### src/rtl/blob_pkg.sv
package blob_pkg;
  typedef struct packed {
    logic foldEn;
    logic divStart;
    logic divCapture;
  } ctl_t;

  typedef enum logic [2:0] {
    ST_STREAM, ST_FOLD, ST_PICK, ST_WAIT, ST_READY
  } phase_t;
endpackage

### src/rtl/blob_divider.sv
module blob_divider #(
  parameter int NUM_W = 10,
  parameter int DEN_W = 7,
  parameter int OUT_W = 3,
  parameter int CNT_W = $clog2(NUM_W + 1)
) (
  input  logic             clk,
  input  logic             rstN,
  input  logic             start,
  input  logic [NUM_W-1:0] num,
  input  logic [DEN_W-1:0] den,
  output logic [OUT_W-1:0] quot,
  output logic             done
);
  logic [NUM_W-1:0] q, numHold;
  logic [DEN_W-1:0] rem, denHold;
  logic [CNT_W-1:0] cnt;
  logic             busy;
  logic [DEN_W:0]   shifted, trial;

  always_comb begin
    shifted = {rem, q[NUM_W-1]};
    trial   = shifted - {1'b0, denHold};
  end

  always_ff @(posedge clk or negedge rstN) begin
    if (!rstN) begin
      q <= '0; numHold <= '0; rem <= '0; denHold <= '0;
      cnt <= '0; busy <= 1'b0; done <= 1'b0;
    end else begin
      done <= 1'b0;
      if (start) begin
        q <= num; numHold <= num; denHold <= den;
        rem <= '0; cnt <= CNT_W'(NUM_W); busy <= 1'b1;
      end else if (busy) begin
        if (!trial[DEN_W]) begin
          rem <= trial[DEN_W-1:0];
          q   <= {q[NUM_W-2:0], 1'b1};
        end else begin
          rem <= shifted[DEN_W-1:0];
          q   <= {q[NUM_W-2:0], 1'b0};
        end
        cnt <= cnt - 1'b1;
        if (cnt == CNT_W'(1)) begin
          busy <= 1'b0;
          done <= 1'b1;
        end
      end
    end
  end

  assign quot = q[OUT_W-1:0];

  // a finished quotient never overshoots and the remainder is below the divisor
  assert_quotient_bound_R6: assert property (@(posedge clk) disable iff (!rstN)
    done |-> (({{DEN_W{1'b0}}, q} * {{NUM_W{1'b0}}, denHold}) <= {{DEN_W{1'b0}}, numHold})
             && (rem < denHold));
endmodule

### src/rtl/blob_control.sv
module blob_control
  import blob_pkg::*;
#(
  parameter int MAX_LABELS = 8,
  parameter int LBL_W      = $clog2(MAX_LABELS + 1)
) (
  input  logic             clk,
  input  logic             rstN,
  input  logic             pixValid,
  input  logic             frameStart,
  input  logic             frameEnd,
  input  logic             idxArea,
  input  logic             divDone,
  output ctl_t             ctl,
  output logic [LBL_W-1:0] idx,
  output logic             resultsReady,
  output logic             labelDone
);
  phase_t st;
  logic   lastIdx;

  assign lastIdx = (idx == LBL_W'(MAX_LABELS));

  always_comb begin
    ctl            = '0;
    ctl.foldEn     = (st == ST_FOLD);
    ctl.divStart   = (st == ST_PICK) && idxArea;
    ctl.divCapture = (st == ST_WAIT) && divDone;
  end

  assign labelDone    = ctl.divCapture;
  assign resultsReady = (st == ST_READY);

  always_ff @(posedge clk or negedge rstN) begin
    if (!rstN) begin
      st  <= ST_STREAM;
      idx <= LBL_W'(1);
    end else if (pixValid && frameStart) begin
      st <= ST_STREAM;
    end else begin
      case (st)
        ST_STREAM: if (frameEnd) begin st <= ST_FOLD; idx <= LBL_W'(1); end
        ST_FOLD:   if (lastIdx) begin st <= ST_PICK; idx <= LBL_W'(1); end
                   else idx <= idx + 1'b1;
        ST_PICK:   if (idxArea) st <= ST_WAIT;
                   else if (lastIdx) st <= ST_READY;
                   else idx <= idx + 1'b1;
        ST_WAIT:   if (divDone) begin
                     if (lastIdx) st <= ST_READY;
                     else begin idx <= idx + 1'b1; st <= ST_PICK; end
                   end
        default:   st <= st;
      endcase
    end
  end

  // a blob is only finished for a label that owns pixels
  assert_capture_has_area_R8: assert property (@(posedge clk) disable iff (!rstN)
    ctl.divCapture |-> idxArea);
  // results stay ready until a new frame begins
  assert_ready_hold_R8: assert property (@(posedge clk) disable iff (!rstN)
    resultsReady && !(pixValid && frameStart) |=> resultsReady);
endmodule

### src/rtl/blob_datapath.sv
module blob_datapath
  import blob_pkg::*;
#(
  parameter int IMG_W      = 8,
  parameter int IMG_H      = 8,
  parameter int MAX_LABELS = 8,
  parameter int PIX_W      = 12,
  parameter logic [PIX_W-1:0] FG_MIN = 12'h888,
  parameter int LBL_W  = $clog2(MAX_LABELS + 1),
  parameter int XW     = $clog2(IMG_W),
  parameter int YW     = $clog2(IMG_H),
  parameter int AREA_W = $clog2(IMG_W * IMG_H + 1)
) (
  input  logic              clk,
  input  logic              rstN,
  input  logic              pixValid,
  input  logic [PIX_W-1:0]  pixData,
  input  logic              frameStart,
  input  logic              lineEnd,
  input  ctl_t              ctl,
  input  logic [LBL_W-1:0]  idx,
  input  logic [LBL_W-1:0]  queryIdx,
  output logic              frameEnd,
  output logic              idxArea,
  output logic              divDone,
  output logic [AREA_W-1:0] queryArea,
  output logic [XW-1:0]     queryCx,
  output logic [YW-1:0]     queryCy,
  output logic              overflow
);
  localparam int CNT_W = LBL_W + 1;
  localparam int CRD_W = (XW > YW) ? XW : YW;
  localparam int SUM_W = CRD_W + AREA_W;
  localparam int CH_W  = PIX_W / 3;
  localparam int NLBL  = MAX_LABELS + 1;

  logic [LBL_W-1:0]  mergeTab [NLBL];
  logic [AREA_W-1:0] area     [NLBL];
  logic [SUM_W-1:0]  sumX     [NLBL];
  logic [SUM_W-1:0]  sumY     [NLBL];
  logic [XW-1:0]     cenX     [NLBL];
  logic [YW-1:0]     cenY     [NLBL];
  logic [LBL_W-1:0]  lineBuf  [IMG_W];

  logic [XW-1:0]    xPos, curX;
  logic [YW-1:0]    yPos, curY;
  logic [LBL_W-1:0] westLbl, westRaw, northRaw, rootW, rootN, loL, hiL, pixLbl, foldRoot;
  logic [CNT_W-1:0] nextLbl, allocNext;
  logic             isFg, canAlloc, newNeed, mergeNeed, doneX, doneY;
  logic [XW-1:0]    qX;
  logic [YW-1:0]    qY;

  always_comb begin
    isFg = (pixData[PIX_W-1 -: CH_W]  >= FG_MIN[PIX_W-1 -: CH_W]) &&
           (pixData[2*CH_W-1 -: CH_W] >= FG_MIN[2*CH_W-1 -: CH_W]) &&
           (pixData[CH_W-1:0]         >= FG_MIN[CH_W-1:0]);
    curX     = frameStart ? '0 : xPos;
    curY     = frameStart ? '0 : yPos;
    westRaw  = (curX == '0) ? '0 : westLbl;
    northRaw = (curY == '0) ? '0 : lineBuf[IMG_W-1];
    rootW    = westRaw;
    rootN    = northRaw;
    foldRoot = idx;
    for (int k = 0; k < MAX_LABELS; k++) begin
      rootW    = mergeTab[rootW];
      rootN    = mergeTab[rootN];
      foldRoot = mergeTab[foldRoot];
    end
    loL       = (rootW < rootN) ? rootW : rootN;
    hiL       = (rootW < rootN) ? rootN : rootW;
    allocNext = frameStart ? CNT_W'(1) : nextLbl;
    canAlloc  = allocNext <= CNT_W'(MAX_LABELS);
    newNeed   = isFg && (rootW == '0) && (rootN == '0);
    mergeNeed = isFg && (rootW != '0) && (rootN != '0) && (rootW != rootN);
    if (!isFg)              pixLbl = '0;
    else if (newNeed)       pixLbl = canAlloc ? allocNext[LBL_W-1:0] : '0;
    else if (rootW == '0)   pixLbl = rootN;
    else if (rootN == '0)   pixLbl = rootW;
    else                    pixLbl = loL;
  end

  always_ff @(posedge clk or negedge rstN) begin
    if (!rstN) begin
      xPos <= '0; yPos <= '0; westLbl <= '0; nextLbl <= CNT_W'(1);
      overflow <= 1'b0; frameEnd <= 1'b0;
      for (int i = 0; i < NLBL; i++) begin
        mergeTab[i] <= LBL_W'(i);
        area[i] <= '0; sumX[i] <= '0; sumY[i] <= '0; cenX[i] <= '0; cenY[i] <= '0;
      end
      for (int j = 0; j < IMG_W; j++) lineBuf[j] <= '0;
    end else begin
      frameEnd <= pixValid && lineEnd && (curY == YW'(IMG_H - 1));
      if (ctl.foldEn && (foldRoot != idx)) begin
        area[foldRoot] <= area[foldRoot] + area[idx];
        sumX[foldRoot] <= sumX[foldRoot] + sumX[idx];
        sumY[foldRoot] <= sumY[foldRoot] + sumY[idx];
        area[idx] <= '0; sumX[idx] <= '0; sumY[idx] <= '0;
      end
      if (ctl.divCapture) begin
        cenX[idx] <= qX;
        cenY[idx] <= qY;
      end
      if (pixValid) begin
        if (frameStart) begin
          overflow <= 1'b0;
          for (int i = 0; i < NLBL; i++) begin
            mergeTab[i] <= LBL_W'(i);
            area[i] <= '0; sumX[i] <= '0; sumY[i] <= '0;
          end
        end
        if (newNeed && !canAlloc) overflow <= 1'b1;
        if (lineEnd) begin xPos <= '0; yPos <= curY + 1'b1; end
        else begin xPos <= curX + 1'b1; yPos <= curY; end
        westLbl    <= pixLbl;
        lineBuf[0] <= pixLbl;
        for (int j = 1; j < IMG_W; j++) lineBuf[j] <= lineBuf[j-1];
        nextLbl <= allocNext + CNT_W'(newNeed && canAlloc);
        if (mergeNeed) mergeTab[hiL] <= loL;
        if (pixLbl != '0) begin
          area[pixLbl] <= (frameStart ? '0 : area[pixLbl]) + 1'b1;
          sumX[pixLbl] <= (frameStart ? '0 : sumX[pixLbl]) + SUM_W'(curX);
          sumY[pixLbl] <= (frameStart ? '0 : sumY[pixLbl]) + SUM_W'(curY);
        end
      end
    end
  end

  blob_divider #(.NUM_W(SUM_W), .DEN_W(AREA_W), .OUT_W(XW)) divXInst (
    .clk(clk), .rstN(rstN), .start(ctl.divStart), .num(sumX[idx]),
    .den(area[idx]), .quot(qX), .done(doneX));
  blob_divider #(.NUM_W(SUM_W), .DEN_W(AREA_W), .OUT_W(YW)) divYInst (
    .clk(clk), .rstN(rstN), .start(ctl.divStart), .num(sumY[idx]),
    .den(area[idx]), .quot(qY), .done(doneY));

  assign divDone = doneX;
  assign idxArea = (area[idx] != '0);

  always_comb begin
    if (queryIdx <= LBL_W'(MAX_LABELS)) begin
      queryArea = area[queryIdx];
      queryCx   = cenX[queryIdx];
      queryCy   = cenY[queryIdx];
    end else begin
      queryArea = '0; queryCx = '0; queryCy = '0;
    end
  end

  // both axis dividers finish in the same cycle
  assert_div_lockstep_R6: assert property (@(posedge clk) disable iff (!rstN)
    doneX == doneY);
  // the overflow flag only clears on a frame start
  assert_overflow_sticky_R7: assert property (@(posedge clk) disable iff (!rstN)
    overflow && !(pixValid && frameStart) |=> overflow);
  // the allocator never runs past one beyond the label limit
  assert_label_cap_R3: assert property (@(posedge clk) disable iff (!rstN)
    nextLbl <= CNT_W'(MAX_LABELS + 1));
endmodule

### src/rtl/blob_labeler.sv
module blob_labeler
  import blob_pkg::*;
#(
  parameter int IMG_W      = 8,
  parameter int IMG_H      = 8,
  parameter int MAX_LABELS = 8,
  parameter int PIX_W      = 12,
  parameter logic [PIX_W-1:0] FG_MIN = 12'h888,
  parameter int LBL_W  = $clog2(MAX_LABELS + 1),
  parameter int XW     = $clog2(IMG_W),
  parameter int YW     = $clog2(IMG_H),
  parameter int AREA_W = $clog2(IMG_W * IMG_H + 1)
) (
  input  logic              clk,
  input  logic              rstN,
  input  logic              pixValid,
  input  logic [PIX_W-1:0]  pixData,
  input  logic              frameStart,
  input  logic              lineEnd,
  input  logic [LBL_W-1:0]  queryIdx,
  output logic              queryHit,
  output logic [AREA_W-1:0] queryArea,
  output logic [XW-1:0]     queryCx,
  output logic [YW-1:0]     queryCy,
  output logic              resultsReady,
  output logic              labelDone,
  output logic              overflowErr
);
  ctl_t             ctl;
  logic [LBL_W-1:0] idx;
  logic             frameEnd, idxArea, divDone;

  blob_control #(.MAX_LABELS(MAX_LABELS)) ctrlInst (
    .clk(clk), .rstN(rstN), .pixValid(pixValid), .frameStart(frameStart),
    .frameEnd(frameEnd), .idxArea(idxArea), .divDone(divDone), .ctl(ctl),
    .idx(idx), .resultsReady(resultsReady), .labelDone(labelDone));

  blob_datapath #(.IMG_W(IMG_W), .IMG_H(IMG_H), .MAX_LABELS(MAX_LABELS),
                  .PIX_W(PIX_W), .FG_MIN(FG_MIN)) dpInst (
    .clk(clk), .rstN(rstN), .pixValid(pixValid), .pixData(pixData),
    .frameStart(frameStart), .lineEnd(lineEnd), .ctl(ctl), .idx(idx),
    .queryIdx(queryIdx), .frameEnd(frameEnd), .idxArea(idxArea),
    .divDone(divDone), .queryArea(queryArea), .queryCx(queryCx),
    .queryCy(queryCy), .overflow(overflowErr));

  assign queryHit = resultsReady && (queryArea != '0);
endmodule

### config.mk
export PLATFORM = sky130hd
export DESIGN_NAME = blob_labeler
export DESIGN_NICKNAME = d
export VERILOG_FILES = /design/src/rtl/blob_pkg.sv /design/src/rtl/blob_divider.sv /design/src/rtl/blob_control.sv /design/src/rtl/blob_datapath.sv /design/src/rtl/blob_labeler.sv
export SDC_FILE = /design/constraint.sdc
export NUM_CORES = 2
export LEC_CHECK = 0
export BUFFER_PORTS_ARGS = -buffer_cell sky130_fd_sc_hd__clkbuf_2
export CAP_MARGIN = 15
export CORE_ASPECT_RATIO = 1.5
export CORE_MARGIN = 2
export CORE_UTILIZATION = 34
export CTS_BUF_LIST = sky130_fd_sc_hd__clkbuf_8 sky130_fd_sc_hd__clkbuf_16
export DETAILED_ROUTE_END_ITERATION = 7
export GPL_ROUTABILITY_DRIVEN = 1
export PLACE_DENSITY = 0.52
export SLEW_MARGIN = 20
export SYNTH_ARGS = -nofsm -noshare
export SYNTH_HDL_FRONTEND = slang
export SYNTH_SLANG_ARGS = --single-unit
export TNS_END_PERCENT = 50
### constraint.sdc
create_clock -name clk -period 14.5 [get_ports clk]
set_clock_uncertainty 0.15 [all_clocks]
set_input_delay 1.45 -clock clk [delete_from_list [all_inputs] [get_ports clk]]
set_output_delay 1.45 -clock clk [all_outputs]
set_load 0.01 [all_outputs]
Word level (Yosys, flattened, before mapping)
Cells that the tools add are included.

cells by class
  add/sub/neg operators = 14
  order comparisons = 38
  equality and inequality tests = 17
  mux-type cells = 212
  bitwise operators = 34
  reductions and logical operators = 39

operators with widths
  cell                                                      number
  90-bit 2-to-1 mux                                         10
  4-bit binary-select mux with 4-bit select                 24
  90-bit bitwise mux                                        4
  63-bit 2-to-1 mux                                         5
  4-bit 2-to-1 mux                                          67
  10-bit binary-select mux with 4-bit select                6
  10-bit 2-to-1 mux                                         21
  90-bit AND                                                2
  5-bit greater-or-equal comparator, second input constant  28
  4-bit NOT with 5-bit output                               28
  7-bit 2-to-1 mux                                          19
  63-bit bitwise mux                                        2
  10-bit demux with 4-bit select                            3
  7-bit binary-select mux with 4-bit select                 4
  36-bit 2-to-1 mux                                         3
  90-bit NOT                                                1
  7-bit demux with 4-bit select                             3
  63-bit AND                                                1
  63-bit NOT                                                1
  27-bit bitwise mux                                        2
  3-bit 2-to-1 mux                                          18
  36-bit bitwise mux                                        1
  3-bit binary-select mux with 4-bit select                 2
  10-bit adder                                              2
  other kinds (42)                                          97

storage, ports and cells
  register bits = 437
  input bits = 21
  output and inout port bits = 17
  word-level logic and storage cells = 433

Longest topological paths before layout
  depth in word-level cells = 50
  mapped depth = 66
  mapped depth without buffers = 51

Hierarchy
Synthesis repeated with hierarchy kept, for this count alone.

second synthesis, totals
  cell total of the unflattened synthesis = 4,511
  area, all modules = 39,431.6 sq um

by module, submodules not included
  module         times used  cells each  area an instance (sq um)  seq. area each (sq um)
  blob_datapath  1           4,081       35,392.7                  9,476.6
  blob_divider   2           185         1,747.9                   750.7
  blob_control   1           57          518.0                     176.4
  blob_labeler   1           3           25.0                      0.0

Worst setup path after synthesis
Ideal clock, no wire load.

  kind = input to register
  from = input frameStart
  to = register dpInst.sumY[15] in the netlist's numbering
  library setup time = 0.142 ns
  arrival time = 14.419 ns
  required time = 14.208 ns
  slack = -0.212 ns
  stages on the path = 58
  path buffers = 11
  cell sequence = clkbuf_1 clkbuf_1 buf_1 nor2b_1 inv_1 ha_1 buf_2 a22o_1 a222oi_1 or2_1 buf_4 mux2_2 o311ai_1 nand2_1 buf_4 mux4_2 mux2_2 a22o_1 (+22 left out) nand4_1 a31oi_1 a211oi_1 or2_0 buf_2 buf_2 buf_1 mux2i_1 a21oi_1 o22ai_1 a2111oi_0 ha_1 a21o_1 a21oi_1 nand2b_1 nor2b_1 xnor2_1 o22ai_1

between the ends
  cells in the longest elaborated chain, start to end = 50
  elaborated cells on any way between the ends = 100
  those cells by class = add/sub: 1; order compare: 4; mux: 70; bitwise: 17; reduce/logical: 8

ends and longest elaborated chain
  element                                                              RTL line                                  text
  from (decl)                                                          blob_labeler.sv:18                        input logic frameStart,
  3-bit 2-to-1 mux, on equally long branches                           blob_datapath.sv:57, blob_datapath.sv:58
  3-bit zero test, on equally long branches                            blob_datapath.sv:59, blob_datapath.sv:60
  4-bit 2-to-1 mux, on equally long branches                           blob_datapath.sv:59, blob_datapath.sv:60
  4-bit NOT with 5-bit output, on equally long branches                blob_datapath.sv:65, blob_datapath.sv:66
  4-bit binary-select mux with 4-bit select, on equally long branches  blob_datapath.sv:65, blob_datapath.sv:66
  4-bit 2-to-1 mux, on equally long branches (2 in series)             blob_datapath.sv:65, blob_datapath.sv:66
  4-bit NOT with 5-bit output, on equally long branches                blob_datapath.sv:65, blob_datapath.sv:66
  4-bit binary-select mux with 4-bit select, on equally long branches  blob_datapath.sv:65, blob_datapath.sv:66
  (+32 left out)                                                       n/a
  4-bit NOT with 5-bit output                                          blob_datapath.sv:122                      sumY[pixLbl] <= (frameStart ? '0 : sumY[pixLbl]) + SUM_W'(curY);
  10-bit binary-select mux with 4-bit select                           blob_datapath.sv:122
  10-bit 2-to-1 mux (not written as such) (2 in series)                blob_datapath.sv:122
  10-bit 2-to-1 mux                                                    blob_datapath.sv:122
  10-bit by 3-bit adder with 10-bit output                             blob_datapath.sv:122
  90-bit bitwise mux                                                   blob_datapath.sv:122
  90-bit 2-to-1 mux *                                                  blob_datapath.sv:119                      if (pixLbl != '0) begin
  90-bit 2-to-1 mux *                                                  blob_datapath.sv:103                      if (pixValid) begin
  to (signal, indexed assignment)                                      blob_datapath.sv:96                       sumY[foldRoot] <= sumY[foldRoot] + sumY[idx];
  to (signal, indexed assignment)                                      blob_datapath.sv:122
  to (decl)                                                            blob_datapath.sv:40                       logic [SUM_W-1:0] sumY [NLBL];

Every way passes the cells marked *; elsewhere a longest branch is shown, timed or not. The select of a mux whose other input is x is not followed.
A chain may end at the register's enable or synchronous reset.

Worst setup path in the final report
  from = input frameStart
  to = register dpInst.area[55] in the netlist's numbering

between the ends
  cells in the longest elaborated chain, start to end = 50
  elaborated cells on any way between the ends = 100
  those cells by class = add/sub: 1; order compare: 4; mux: 70; bitwise: 17; reduce/logical: 8

ends and longest elaborated chain
  element                                                              RTL line                                  text
  3-bit 2-to-1 mux, on equally long branches                           blob_datapath.sv:57, blob_datapath.sv:58
  3-bit zero test, on equally long branches                            blob_datapath.sv:59, blob_datapath.sv:60
  4-bit 2-to-1 mux, on equally long branches                           blob_datapath.sv:59, blob_datapath.sv:60
  4-bit NOT with 5-bit output, on equally long branches                blob_datapath.sv:65, blob_datapath.sv:66
  4-bit binary-select mux with 4-bit select, on equally long branches  blob_datapath.sv:65, blob_datapath.sv:66
  4-bit 2-to-1 mux, on equally long branches (2 in series)             blob_datapath.sv:65, blob_datapath.sv:66
  4-bit NOT with 5-bit output, on equally long branches                blob_datapath.sv:65, blob_datapath.sv:66
  4-bit binary-select mux with 4-bit select, on equally long branches  blob_datapath.sv:65, blob_datapath.sv:66
  (+32 left out)                                                       n/a
  4-bit NOT with 5-bit output                                          blob_datapath.sv:120                      area[pixLbl] <= (frameStart ? '0 : area[pixLbl]) + 1'b1;
  7-bit binary-select mux with 4-bit select                            blob_datapath.sv:120
  7-bit 2-to-1 mux (not written as such) (2 in series)                 blob_datapath.sv:120
  7-bit 2-to-1 mux                                                     blob_datapath.sv:120
  7-bit by 1-bit adder with 7-bit output                               blob_datapath.sv:120
  63-bit bitwise mux                                                   blob_datapath.sv:120
  63-bit 2-to-1 mux *                                                  blob_datapath.sv:119
  63-bit 2-to-1 mux *                                                  blob_datapath.sv:103
  to (signal, indexed assignment)                                      blob_datapath.sv:94                       area[foldRoot] <= area[foldRoot] + area[idx];
  to (signal, indexed assignment)                                      blob_datapath.sv:120
  to (decl)                                                            blob_datapath.sv:38                       logic [AREA_W-1:0] area [NLBL];

Marked as above.

==> qor.txt <==
period utilisation layout - 95.1%
total grt overflow - 0
status - completed
post-synthesis mux area share - 21.0%
critical path class - input pin to flop
CTS H-tree lvls - 2
Ports - 38
largest net degree at the start of global routing - 124
GP Congestion - 1.00
DRC viols - 0
main combinational cell family by area after synthesis - compound AO/OA/AOI/OAI gates
clk sinks - 437
DR vias - 40472
NumNets Final - 4639
clock slew at reported path FFs - 0.07 ns
CP Capture Type - flop
chip width - 280 um
required time of the critical path - 14.86 ns
cell mode on critical path - buf_4
register area - 11000 sq um
Slew headroom - 21.3%
number of flops mapped to enable cells by yosys - 0
syn nets - 4536
I/O Buffers - 28
Max Fclk - 72.5 MHz
post-synthesis compound-gate area fraction - 26.3%
Min-Delay Path Class - flop to flop
XOR/XNOR Fraction of Synth Area - 1.64%
# fillers - 11507
Setup TNS - 0 ns
adder-cell area share of the yosys netlist - 2.49%
Setup Viol. Count Final - 0
fraction of layout cells with a size suffix above 1 - 20.5%
post-synthesis cell area - 38800 sq um
Synth Flop Type - dfrtp_1
max-cap violation count - 0
Initial Util - 34.3%
most common cell after layout, fill and taps aside - dfrtp_1
Slowest-stage cell, CP - nor3_1
Core Rows - 151
hold-fix buffers at CTS - 0
final wirelength - 194000 um
CTS tree - yes
reg-to-reg slack, setup - 0.80 ns
Final Hold Vio Count - 0
DR vias/cell - 6.70
multi-input logic area - 26100 sq um
Tmin final - 13.79 ns
Seq cells post-synth - 437
vias in the first global route - 40086
Seq/Total Area, Yosys - 28.2%
Die Height - 418 um
crit start category - input pin
DPL Wire Length - 133000 um
TritonCTS Buffers - 44
die area - 117000 sq um
All-Layer GR Usage - 32.7%
Async SR Flop Fraction - 100%
initial antenna violation count - 9
Cell Count Post-Placement - 5945
most frequent cells in the layout - 420 x dfrtp_1, 397 x mux2i_1, 394 x buf_4, 392 x nand2_1, 304 x o21ai_0
Initial DRC Count - 3998
area share of and/or/nand/nor cells after synthesis - 14.8%
first-pass GRT wire length - 282000 um
Wirelength per Cell - 32.2 um
syn_area_per_cell - 8.74 sq um
Layout area overhead - 14.0%
Detail Route Antenna Nets - 0
slowest cell delay on critical path - 0.84 ns
Worst Max-Slew Pin Slew - 1.17 ns
Arrival @ worst endpoint - 14.15 ns
Netlist cell types - 131
yosys warns - 0
cell count after synthesis - 4442
Top delay family on crit path - simple AND/OR/NAND/NOR gates
Worst-Skew Late Latency - 0.66 ns
First-pass DRT Iterations - 8
Root Buffer - clkbuf_16
Std-Cell Core Area - 113000 sq um
post-route insts no fill - 6037
deepest clock path buffer count - 3
CP Buf/Inv Count - 7
max-slew violations - 0
worst-path maximum fanout - 14
## final timing paths
kind	startpoint	to	cells past startpoint
worst max-delay path	frameStart	dpInst.area[55]	48
worst min-delay path	dpInst.xPos[0]	dpInst.xPos[0]	2
worst max register to register	dpInst.mergeTab[16]	dpInst.sumX[59]	53
worst min register to register	dpInst.xPos[0]	dpInst.xPos[0]	2
max in group asynchronous	rstN	dpInst.cenY[18]	4
min in group asynchronous	rstN	dpInst.sumX[55]	1
## flip-flops by register name, summed over array words and instances (netlist names), 4 cells and up
register,count
dpInst.sumX,90
dpInst.sumY,90
dpInst.area,63
dpInst.mergeTab,36
dpInst.lineBuf,32
dpInst.cenX,27
dpInst.cenY,27
dpInst.divXInst.q,10
dpInst.divYInst.q,10
dpInst.divXInst.denHold,7
dpInst.divXInst.rem,7
dpInst.divYInst.rem,7
dpInst.nextLbl,5
ctrlInst.idx,4
dpInst.divXInst.cnt,4
dpInst.divYInst.cnt,4
## synthesized netlist by cell type, types with 66 or more instances
library cell  count  area (sq um)
nand3_1         126           631
nor3_1           83           415
o21ai_0         304          1520
o211ai_1         89           668
inv_1           121           454
mux2_2          158          1780
nor2_1          265           995
a21oi_1         265          1330
dfrtp_1         422         10600
a211oi_1         82           616
ha_1             66           826
nand2_1         399          1500
buf_2            85           425
clkbuf_1        244           916
mux4_2          100          2250
o22ai_1         247          1550
mux2i_1         397          3970
## metrics by stage
step                      worst slack [ns]  instance area (sq um)  utilization, %  hold slack [ns]
after floorplan                     0.0383                  38800               -            0.291
after global placement              -0.138                  42400            37.5            0.312
after detailed placement            -0.168                  42400            37.5            0.317
after CTS                            0.141                  43900            38.8            0.331
after global routing               -0.0199                  44200            39.1            0.353
final                                0.711                  44200            39.1            0.328
## metal layers
layer | vias to the layer above | track usage, % | share of wire (%)
met5 | - | 0 | 0.038
met1 | 19795 | 35.8 | 34
met2 | 2368 | 53.0 | 46
met3 | 1060 | 6.82 | 8.4
met4 | 12 | 30.2 | 11
li1 | 17237 | - | -
## kinds of logic (layout without fill, tap and decap cells)
group,count (synthesis),count (layout)
other,0,5
muxes,663,663
and+or+nand+nor,1189,1189
AOI/OAI and AO/OA,1503,1503
DFF,437,437
xor gates and xnor gates,68,68
adders and majority gates,73,73
buffers and inverters,509,646
## tightest hold or removal path, cell delays in order, from the launching register on
cell	delay [ns]
dfrtp_1	0.34
nand2_1	0.05
o31ai_1	0.06
## timing repair
item / in CTS / in global routing
setup buffers: 0 / 6
resized for setup: 1 / 56
pin swaps: 0 / 6
setup endpoints to repair: 5 / 166
## layout make-up
cell class | instances | share of cell area [%]
Timing Repair Buffer | 433 | 7.52
Antenna cell | 5 | 0.0283
Sequential cell | 437 | 24.8
Multi-Input combinational cell | 3496 | 59.1
Clock inverter | 32 | 0.727
Inverter | 133 | 1.13
Tap cell | 1453 | 4.11
Clock buffer | 48 | 2.61
Power is not shown: default switching activity piles up to over one toggle a cycle in this logic, so the estimate is an artifact.
